File: config.mk
export PLATFORM = sky130hd
export DESIGN_NAME = tick_counter_core
export DESIGN_NICKNAME = d
export VERILOG_FILES = /design/src/rtl/tmr_core_pkg.sv /design/src/rtl/period_store.sv /design/src/rtl/count_engine.sv /design/src/rtl/event_ctrl.sv /design/src/rtl/tick_counter_core.sv
export SDC_FILE = /design/constraint.sdc
export NUM_CORES = 1
export LEC_CHECK = 0
export CORE_MARGIN = 5
export CORE_UTILIZATION = 60
export CTS_BUF_LIST = sky130_fd_sc_hd__clkbuf_8
export DETAILED_ROUTE_END_ITERATION = 12
export DONT_BUFFER_PORTS = 1
export PLACE_DENSITY = 0.76
export SETUP_SLACK_MARGIN = 0.5
export SLEW_MARGIN = 40
export SYNTH_ARGS = -nofsm -noshare
export SYNTH_HDL_FRONTEND = slang
export SYNTH_HIERARCHICAL = 1
export SYNTH_SLANG_ARGS = --single-unit
File: constraint.sdc
create_clock -name clk -period 5.4 [get_ports clk]
set_input_delay 1.08 -clock clk [delete_from_list [all_inputs] [get_ports clk]]
set_output_delay 1.08 -clock clk [all_outputs]
set_load 0.02 [all_outputs]
File: src/rtl/tmr_core_pkg.sv
package tmr_core_pkg;
  typedef enum logic [1:0] {
    CM_ONEWAY   = 2'b00,
    CM_CTR_FALL = 2'b01,
    CM_CTR_RISE = 2'b10,
    CM_CTR_BOTH = 2'b11
  } cnt_mode_e;

  typedef struct packed {
    cnt_mode_e mode;
    logic      one_shot;
    logic      hw_only;
    logic      upd_block;
  } evt_cfg_t;
endpackage

File: src/rtl/period_store.sv
module period_store #(
  parameter int W = 16
) (
  input  logic         clk,
  input  logic         rst_n,
  input  logic         wr,
  input  logic [W-1:0] wr_val,
  input  logic         buf_en,
  input  logic         load,
  output logic [W-1:0] prd_eff,
  output logic [W-1:0] prd_next
);
  logic [W-1:0] pend_q;
  logic [W-1:0] act_q;

  // Pending period always tracks the latest write.
  always_ff @(posedge clk) begin
    if (!rst_n)  pend_q <= '0;
    else if (wr) pend_q <= wr_val;
  end

  // Active period follows the pending one at an update, or continuously
  // while buffering is off so that it is never stale.
  always_ff @(posedge clk) begin
    if (!rst_n)                act_q <= '0;
    else if (load || !buf_en)  act_q <= pend_q;
  end

  assign prd_eff  = buf_en ? act_q : pend_q;
  assign prd_next = (buf_en && !load) ? act_q : pend_q;
endmodule

File: src/rtl/count_engine.sv
module count_engine
  import tmr_core_pkg::*;
#(
  parameter int W = 16
) (
  input  logic         clk,
  input  logic         rst_n,
  input  logic         run,
  input  logic         tick,
  input  cnt_mode_e    mode,
  input  logic         cfg_dn,
  input  logic [W-1:0] prd,
  input  logic         reinit,
  input  logic [W-1:0] reload_val,
  output logic [W-1:0] cnt,
  output logic         dn,
  output logic         ev_top,
  output logic         ev_bot
);
  localparam logic [W-1:0] ONE = W'(1);

  logic [W-1:0] cnt_q;
  logic         dn_q;
  logic         alt;
  logic         dn_cur;
  logic         step;
  logic         at_top;
  logic         at_bot;
  logic [W-1:0] top_turn;
  logic [W-1:0] bot_turn;

  assign alt      = (mode != CM_ONEWAY);
  assign dn_cur   = alt ? dn_q : cfg_dn;
  assign step     = run && tick && !reinit;
  assign at_top   = !dn_cur && (cnt_q >= prd);
  assign at_bot   = dn_cur && (cnt_q == '0);
  assign top_turn = (prd == '0) ? '0 : prd - ONE;
  assign bot_turn = (prd == '0) ? '0 : ONE;

  always_ff @(posedge clk) begin
    if (!rst_n) begin
      cnt_q <= '0;
    end else if (reinit) begin
      cnt_q <= dn_cur ? reload_val : '0;
    end else if (step) begin
      if (!alt) begin
        if (!dn_cur) cnt_q <= at_top ? '0 : cnt_q + ONE;
        else         cnt_q <= at_bot ? prd : cnt_q - ONE;
      end else begin
        if (!dn_cur) cnt_q <= at_top ? top_turn : cnt_q + ONE;
        else         cnt_q <= at_bot ? bot_turn : cnt_q - ONE;
      end
    end
  end

  always_ff @(posedge clk) begin
    if (!rst_n)               dn_q <= 1'b0;
    else if (!alt)            dn_q <= cfg_dn;
    else if (step && at_top)  dn_q <= 1'b1;
    else if (step && at_bot)  dn_q <= 1'b0;
  end

  assign cnt    = cnt_q;
  assign dn     = dn_cur;
  assign ev_top = step && at_top;
  assign ev_bot = step && at_bot;
endmodule

File: src/rtl/event_ctrl.sv
module event_ctrl
  import tmr_core_pkg::*;
(
  input  logic     clk,
  input  logic     rst_n,
  input  evt_cfg_t cfg,
  input  logic     tmr_en,
  input  logic     ev_top,
  input  logic     ev_bot,
  input  logic     sw_upd,
  input  logic     slave_upd,
  input  logic     flag_clr,
  input  logic     req_en,
  output logic     fire,
  output logic     reinit,
  output logic     running,
  output logic     upd_pulse,
  output logic     ovf_flag,
  output logic     req_strobe
);
  logic hw_ev;
  logic halted_q;
  logic pulse_q;
  logic flag_q;
  logic req_q;

  always_comb begin
    unique case (cfg.mode)
      CM_CTR_FALL: hw_ev = ev_bot;
      CM_CTR_RISE: hw_ev = ev_top;
      default:     hw_ev = ev_top || ev_bot;
    endcase
  end

  assign reinit = !cfg.hw_only && (sw_upd || slave_upd);
  assign fire   = !cfg.upd_block && (hw_ev || reinit);

  always_ff @(posedge clk) begin
    if (!rst_n)                     halted_q <= 1'b0;
    else if (!tmr_en)               halted_q <= 1'b0;
    else if (fire && cfg.one_shot)  halted_q <= 1'b1;
  end

  always_ff @(posedge clk) begin
    if (!rst_n) begin
      pulse_q <= 1'b0;
      flag_q  <= 1'b0;
      req_q   <= 1'b0;
    end else begin
      pulse_q <= fire;
      req_q   <= fire && req_en;
      flag_q  <= fire || (flag_q && !flag_clr);
    end
  end

  assign running    = tmr_en && !halted_q;
  assign upd_pulse  = pulse_q;
  assign ovf_flag   = flag_q;
  assign req_strobe = req_q;
endmodule

File: src/rtl/tick_counter_core.sv
module tick_counter_core
  import tmr_core_pkg::*;
#(
  parameter bit PLUS_MODE = 1'b0,
  localparam int W = PLUS_MODE ? 32 : 16
) (
  input  logic         clk,
  input  logic         rst_n,
  input  logic         tmr_en,
  input  logic [1:0]   mode,
  input  logic         dir_down,
  input  logic         prd_buf_en,
  input  logic         one_shot,
  input  logic         hw_src_only,
  input  logic         upd_block,
  input  logic         req_en,
  input  logic [W-1:0] period_val,
  input  logic         period_wr,
  input  logic         sw_upd,
  input  logic         slave_upd,
  input  logic         cnt_tick,
  input  logic         flag_clr,
  output logic [W-1:0] count,
  output logic         count_down,
  output logic         upd_pulse,
  output logic         ovf_flag,
  output logic         req_strobe,
  output logic         running
);
  evt_cfg_t     cfg;
  logic [W-1:0] prd_eff;
  logic [W-1:0] prd_next;
  logic         fire;
  logic         reinit;
  logic         ev_top;
  logic         ev_bot;

  assign cfg = '{mode: cnt_mode_e'(mode), one_shot: one_shot,
                 hw_only: hw_src_only, upd_block: upd_block};

  period_store #(.W(W)) u_prd (
    .clk      (clk),
    .rst_n    (rst_n),
    .wr       (period_wr),
    .wr_val   (period_val),
    .buf_en   (prd_buf_en),
    .load     (fire),
    .prd_eff  (prd_eff),
    .prd_next (prd_next)
  );

  count_engine #(.W(W)) u_cnt (
    .clk        (clk),
    .rst_n      (rst_n),
    .run        (running),
    .tick       (cnt_tick),
    .mode       (cfg.mode),
    .cfg_dn     (dir_down),
    .prd        (prd_eff),
    .reinit     (reinit),
    .reload_val (prd_next),
    .cnt        (count),
    .dn         (count_down),
    .ev_top     (ev_top),
    .ev_bot     (ev_bot)
  );

  event_ctrl u_evt (
    .clk        (clk),
    .rst_n      (rst_n),
    .cfg        (cfg),
    .tmr_en     (tmr_en),
    .ev_top     (ev_top),
    .ev_bot     (ev_bot),
    .sw_upd     (sw_upd),
    .slave_upd  (slave_upd),
    .flag_clr   (flag_clr),
    .req_en     (req_en),
    .fire       (fire),
    .reinit     (reinit),
    .running    (running),
    .upd_pulse  (upd_pulse),
    .ovf_flag   (ovf_flag),
    .req_strobe (req_strobe)
  );
endmodule

Yosys cells after proc, flatten, opt, wreduce, memory -nomap -nowiden:

Cells that the tools add are included.

* $add $sub $neg: 3
* magnitude comparators: 1
* equal/unequal tests: 3
* multiplexer cells: 19
* reduce and logical (&&, ||, !) cells: 31

Operator list (count)
* $mux 16: 13
* $logic_not 16->1: 2
* $sub 16x1->16 const B: 2
* $add 16x1->16 const B: 1
* $ge 16x16->1: 1
* $logic_and 1x1->1: 13
* $logic_not 1->1: 8
* $logic_or 1x1->1: 5
* $mux 1: 5
* $reduce_bool 2->1: 2
* $ne 3x1->1 const B: 1
* $eq 2x1->1 const B: 1
* $eq 2x2->1 const B: 1
* $pmux 1 s2: 1
* $reduce_and 2->1: 1

* flip-flop bits (word level): 53
* bits of input ports: 32

Depth between registers and ports, before layout:

* depth in word-level cells: 14
* depth in mapped cells: 21
* mapped depth without buffers: 16

By module:

Netlist, hierarchy kept.

Modules (own cells, without submodules)
* count_engine: times used 1, cells an instance 344, area an instance 2464.9 µm², sequential area each 340.3 µm²
* period_store: times used 1, cells an instance 159, area an instance 1714.1 µm², sequential area each 640.6 µm²
* event_ctrl: times used 1, cells an instance 21, area an instance 212.7 µm², sequential area each 80.1 µm²

Least setup slack after synthesis:

No wires, ideal clock.

* kind: input port to flip-flop
* from: input prd_buf_en
* to: register u_cnt.cnt_q[3], in the netlist u_cnt/cnt[3]
* data arrival time: 4.890 ns
* path slack: 0.389 ns
* stages: 21
* buffers on the path: 5
* cell sequence: buf_6 -> buf_2 -> mux2_2 -> inv_1 -> ha_1 -> a211oi_2 -> nor2_1 -> or4_1 -> buf_2 -> nor2_1 -> nor3_1 -> o21ai_1 -> a31oi_2 -> nand2b_4 -> buf_6 -> buf_12 -> mux2_4 -> a22o_1 -> a221oi_1 -> o221a_1 -> a21oi_1

* cells in the longest elaborated chain, start to end: 13
* elaborated cells between the ends (all ways): 23
* those cells by class: add/sub: 1; order compare: 1; mux: 13; reduce/logical: 8

Ends and longest elaborated chain
* start: declaration: RTL line tick_counter_core.sv:12 `input logic prd_buf_en,`
* $mux 16 (*): RTL line period_store.sv:29 `assign prd_eff = buf_en ? act_q : pend_q;`
* via prd_eff[13]: RTL line tick_counter_core.sv:31 `logic [W-1:0] prd_eff;`
* $ge 16x16->1 (*): RTL line count_engine.sv:35 `assign at_top = !dn_cur && (cnt_q >= prd);`
* $logic_and 1x1->1 (*): RTL line count_engine.sv:35
* $logic_and 1x1->1 (*): RTL line count_engine.sv:65 `assign ev_top = step && at_top;`
* via ev_top: RTL line tick_counter_core.sv:35 `logic ev_top;`
* $logic_or 1x1->1: RTL line event_ctrl.sv:31 `default: hw_ev = ev_top || ev_bot;`
* $pmux 1 s2 (*): RTL line event_ctrl.sv:28 `unique case (cfg.mode)`
* $logic_or 1x1->1 (*): RTL line event_ctrl.sv:36 `assign fire = !cfg.upd_block && (hw_ev || reinit);`
* $logic_and 1x1->1 (*): RTL line event_ctrl.sv:36
* via fire: RTL line tick_counter_core.sv:33 `logic fire;`
* $logic_not 1->1 (*): RTL line period_store.sv:30 `assign prd_next = (buf_en && !load) ? act_q : pend_q;`
* $logic_and 1x1->1 (*): RTL line period_store.sv:30
* $mux 16 (*): RTL line period_store.sv:30
* via prd_next[3]: RTL line tick_counter_core.sv:32 `logic [W-1:0] prd_next;`
* $mux 16 (*): RTL line count_engine.sv:44 `cnt_q <= dn_cur ? reload_val : '0;`
* $mux 16 (*): RTL line count_engine.sv:43 `end else if (reinit) begin`
* end signal: assignment: RTL line count_engine.sv:44
* end signal: assignment: RTL line count_engine.sv:47 `if (!dn_cur) cnt_q <= at_top ? '0 : cnt_q + ONE;`
* end signal: assignment: RTL line count_engine.sv:48 `else cnt_q <= at_bot ? prd : cnt_q - ONE;`
* end: declaration: RTL line count_engine.sv:22 `logic [W-1:0] cnt_q;`

Mark *: on every way through the listed nets, which the timed path passes. The rest lies on a longest branch. The select of a mux whose other input is x is not followed.
A chain may end at the register's enable or synchronous reset.

Worst setup path after layout:

* from: input prd_buf_en
* to: register u_cnt.cnt_q[13], in the netlist u_cnt/cnt[13]

* cells in the longest elaborated chain, start to end: 13
* elaborated cells between the ends (all ways): 23
* those cells by class: add/sub: 1; order compare: 1; mux: 13; reduce/logical: 8

Ends and longest elaborated chain (RTL line)
* $mux 16 (*): period_store.sv:29
* $ge 16x16->1 (*): count_engine.sv:35
* $logic_and 1x1->1 (*): count_engine.sv:35
* $logic_and 1x1->1 (*): count_engine.sv:65
* via ev_top: tick_counter_core.sv:35
* $logic_or 1x1->1: event_ctrl.sv:31
* $pmux 1 s2 (*): event_ctrl.sv:28
* $logic_or 1x1->1 (*): event_ctrl.sv:36
* $logic_and 1x1->1 (*): event_ctrl.sv:36
* via fire: tick_counter_core.sv:33
* $logic_not 1->1 (*): period_store.sv:30
* $logic_and 1x1->1 (*): period_store.sv:30
* $mux 16 (*): period_store.sv:30
* via prd_next[13]: tick_counter_core.sv:32
* $mux 16 (*): count_engine.sv:44
* $mux 16 (*): count_engine.sv:43

Marks and branches as above.

==> results_dict.tcl <==
set metrics [dict create \
    coreArea_um2 7180 \
    antenna_found_initial 0 \
    route.detailed.wl_per_inst_um 20.1 \
    fin_nets 553 \
    cts_buffers 5 \
    routabilityCongestion 0.946 \
    first_pass_iters 5 \
    synth_edf_count 0 \
    die_h_um 95.6 \
    ctsResizeCount 0 \
    required_ps 5620 \
    synth_largest_area_cell "dfxtp_1" \
    ff2ff_path_depth 14 \
    fill_cells 651 \
    synth_nets 579 \
    portBuffers 0 \
    drt-total-wl_mm 12.0 \
    synth_top_cells_by_area "dfxtp_1, mux2i_1, ha_1" \
    worstPathMaxFanout 18 \
    cts_buffer_depth 2 \
    timing.fmax_mhz 222 \
    setup_tns_ps 0 \
    cts_tree "built" \
    ir_worst_vdd_uv 148 \
    synth_ff_type "dfxtp_1" \
    cts_hold_buf 0 \
    r2r-end "u_cnt/cnt[3]" \
    crit_arrival_ps 4710 \
    clock-root-buffer "clkbuf_8" \
    leakage_nw 1.77 \
    finish.instance_area_um2 4440 \
    antenna_cells 0 \
    timing.final.ws_setup_ps 905 \
    slew_headroom_pct 47.9 \
    place_ws_ps 630 \
    dp_hpwl_mm 8.67 \
    initial_core_util_pct 61.2 \
    fin_hold_ws_ps 485 \
    grt_use_total_pct 26.2 \
    grt_pass1_vias 3645 \
    endpoint_kind "register" \
    r2r_setup_slack_ps 1290 \
    std_cell_rows 31 \
    startpoint "prd_buf_en" \
    cp-start-kind "input port" \
    grt_remaining_overflow 0 \
    yosysWarnings 6 \
    fin_crit_sh_pct 83.2 \
    r2r-start "u_cnt/cnt[13]" \
    drc 0 \
    finalMaxSlewViolations 0 \
    clock_skew_ps 15.7 \
    ant_nets 0 \
    clk_pin_slew_ps 100 \
    synth_seq_area_share_pct 24.2 \
    die_w_um 95.6 \
    grt_pass1_wl_mm 18.8 \
    yosys_register_bits 53 \
    avgViaCountPerCell 6.48 \
    rsz0062_at_grt "false" \
    synth.most_common_cell "nand2_1" \
    drt_iter0_drc 512 \
    async_flop_share_pct 0 \
    syn_area_per_cell_um2 8.38 \
    min_period_ps 4490 \
    ys_top_cells_by_count "nand2_1, dfxtp_1, mux2i_1, nor2_1, inv_1" \
    multi_input_area_um2 3020 \
    syn_inst 524 \
    area_growth_pct 1.17 \
    max-cap-violations 0 \
    placedCellCount 590 \
    cts_max_level 2 \
    drive_above_1_share_pct 11.6 \
    cp-endpoint "u_cnt/cnt[13]" \
    powerDensity_nw_per_um2 258 \
    fin_cells 597 \
    die_area_um2 9130 \
    clk_latency_ps 310 \
    hp-class "register to register" \
    crit_type "input port to register" \
    ys_types 67 \
    synth_area_um2 4390 \
    cts.sinks 53 \
    placed_area_um2 4330 \
    post_cts_buffers 0 \
    outcome "completed" \
    final-hold-violation-count 0 \
    setup_viol 0 \
    tightestPinTransition_ps 782 \
    io_pins 53 \
    vias 3868 \
    grt_max_degree 73 \
    synth_top_area_share_pct 24.2 \
    seq_area_um2 1060 \
]
placed cells by master, fill, tap and decap left out, drive strengths merged, types with 3 or more instances in the layout:
master,instances
a211oi,4
a21oi,22
a221oi,3
a22o,20
a22oi,4
a31oi,5
and2,7
and3,5
buf,3
clkbuf,5
dfxtp,53
ha,23
inv,29
mux2,33
mux2i,34
nand2,55
nand3,7
nand4,8
nor2,34
nor2b,18
nor3,16
nor4,6
o211ai,3
o21ai,23
o221ai,7
o31ai,3
or2,3
or3,3
or4,4
xnor2,17
xor2,9
flip-flops by register name (all words and copies together) (netlist names):
name / flops
u_prd/act_q: 16
u_evt/halted_q: 1
u_prd/pend_q: 16
u_cnt/cnt: 16
u_cnt/dn_q: 1
u_evt/req_strobe: 1
u_evt/upd_pulse: 1
u_evt/ovf_flag: 1
stage by stage:
stage | util, % | total power [mW]
after floorplan | - | 0.784
final | 61.9 | 1.15
after global routing | 61.9 | 1.20
after global placement | 60.4 | 0.855
after CTS | 61.9 | 1.14
after detailed placement | 60.4 | 0.860
worst min-delay path by stage:
stage | from | to | depth (start not counted)
floorplan | u_prd/act_q[10] | u_prd/act_q[10] | 2
global placement | u_prd/act_q[5] | u_prd/act_q[5] | 2
detailed placement | u_prd/act_q[5] | u_prd/act_q[5] | 2
CTS | u_prd/act_q[4] | u_prd/act_q[4] | 2
global route | u_prd/act_q[2] | u_prd/act_q[2] | 2
finish | u_prd/act_q[13] | u_prd/act_q[13] | 2
cell families after synthesis:
logic type | after synthesis | share of synthesized area, %
AND/OR/NAND/NOR | 174 | 20.1
AO/OA/AOI/OAI | 117 | 19.7
multiplexers | 67 | 17.1
buffers and inverters | 64 | 7.18
flip-flops | 53 | 24.2
XOR/XNOR | 26 | 5.19
adder cells (fa/ha/maj) | 23 | 6.55
cell type report:
type	instances	area share [%]
timing repair buffer	3	0.507
clock inverter	2	0.873
clock buffer	5	1.55
sequential	53	23.9
inverter	28	2.37
multi-input combinational	407	68.0
tap	99	2.79
power breakdown:
| group | internal (mW) | switching [mW] | leakage [nW] |
|---|---|---|---|
| clock network | 0.138 | 0.143 | 0.0546 |
| registers | 0.410 | 0.0372 | 0.432 |
| logic | 0.168 | 0.252 | 1.28 |
worst max-delay path, cell delays in order:
cell	delay, ps
mux2_2	250
inv_1	70
ha_1	290
nand4_1	190
a211oi_1	220
a32o_1	350
nor2_2	100
nor3_1	220
o21ai_1	170
a31oi_2	300
nand2b_4	350
mux2_2	370
a22o_1	210
a221oi_1	220
o221ai_1	160
o211a_1	140
per-layer routing:
metal | track usage (%) | vias up | routed length (um)
met5 | 0 | - | 0
met4 | 9.95 | 0 | 318
met3 | 4.34 | 26 | 1020
met2 | 40.3 | 205 | 5330
met1 | 36.6 | 1792 | 5320
li1 | - | 1845 | -
(Power assumes the default switching activity.)
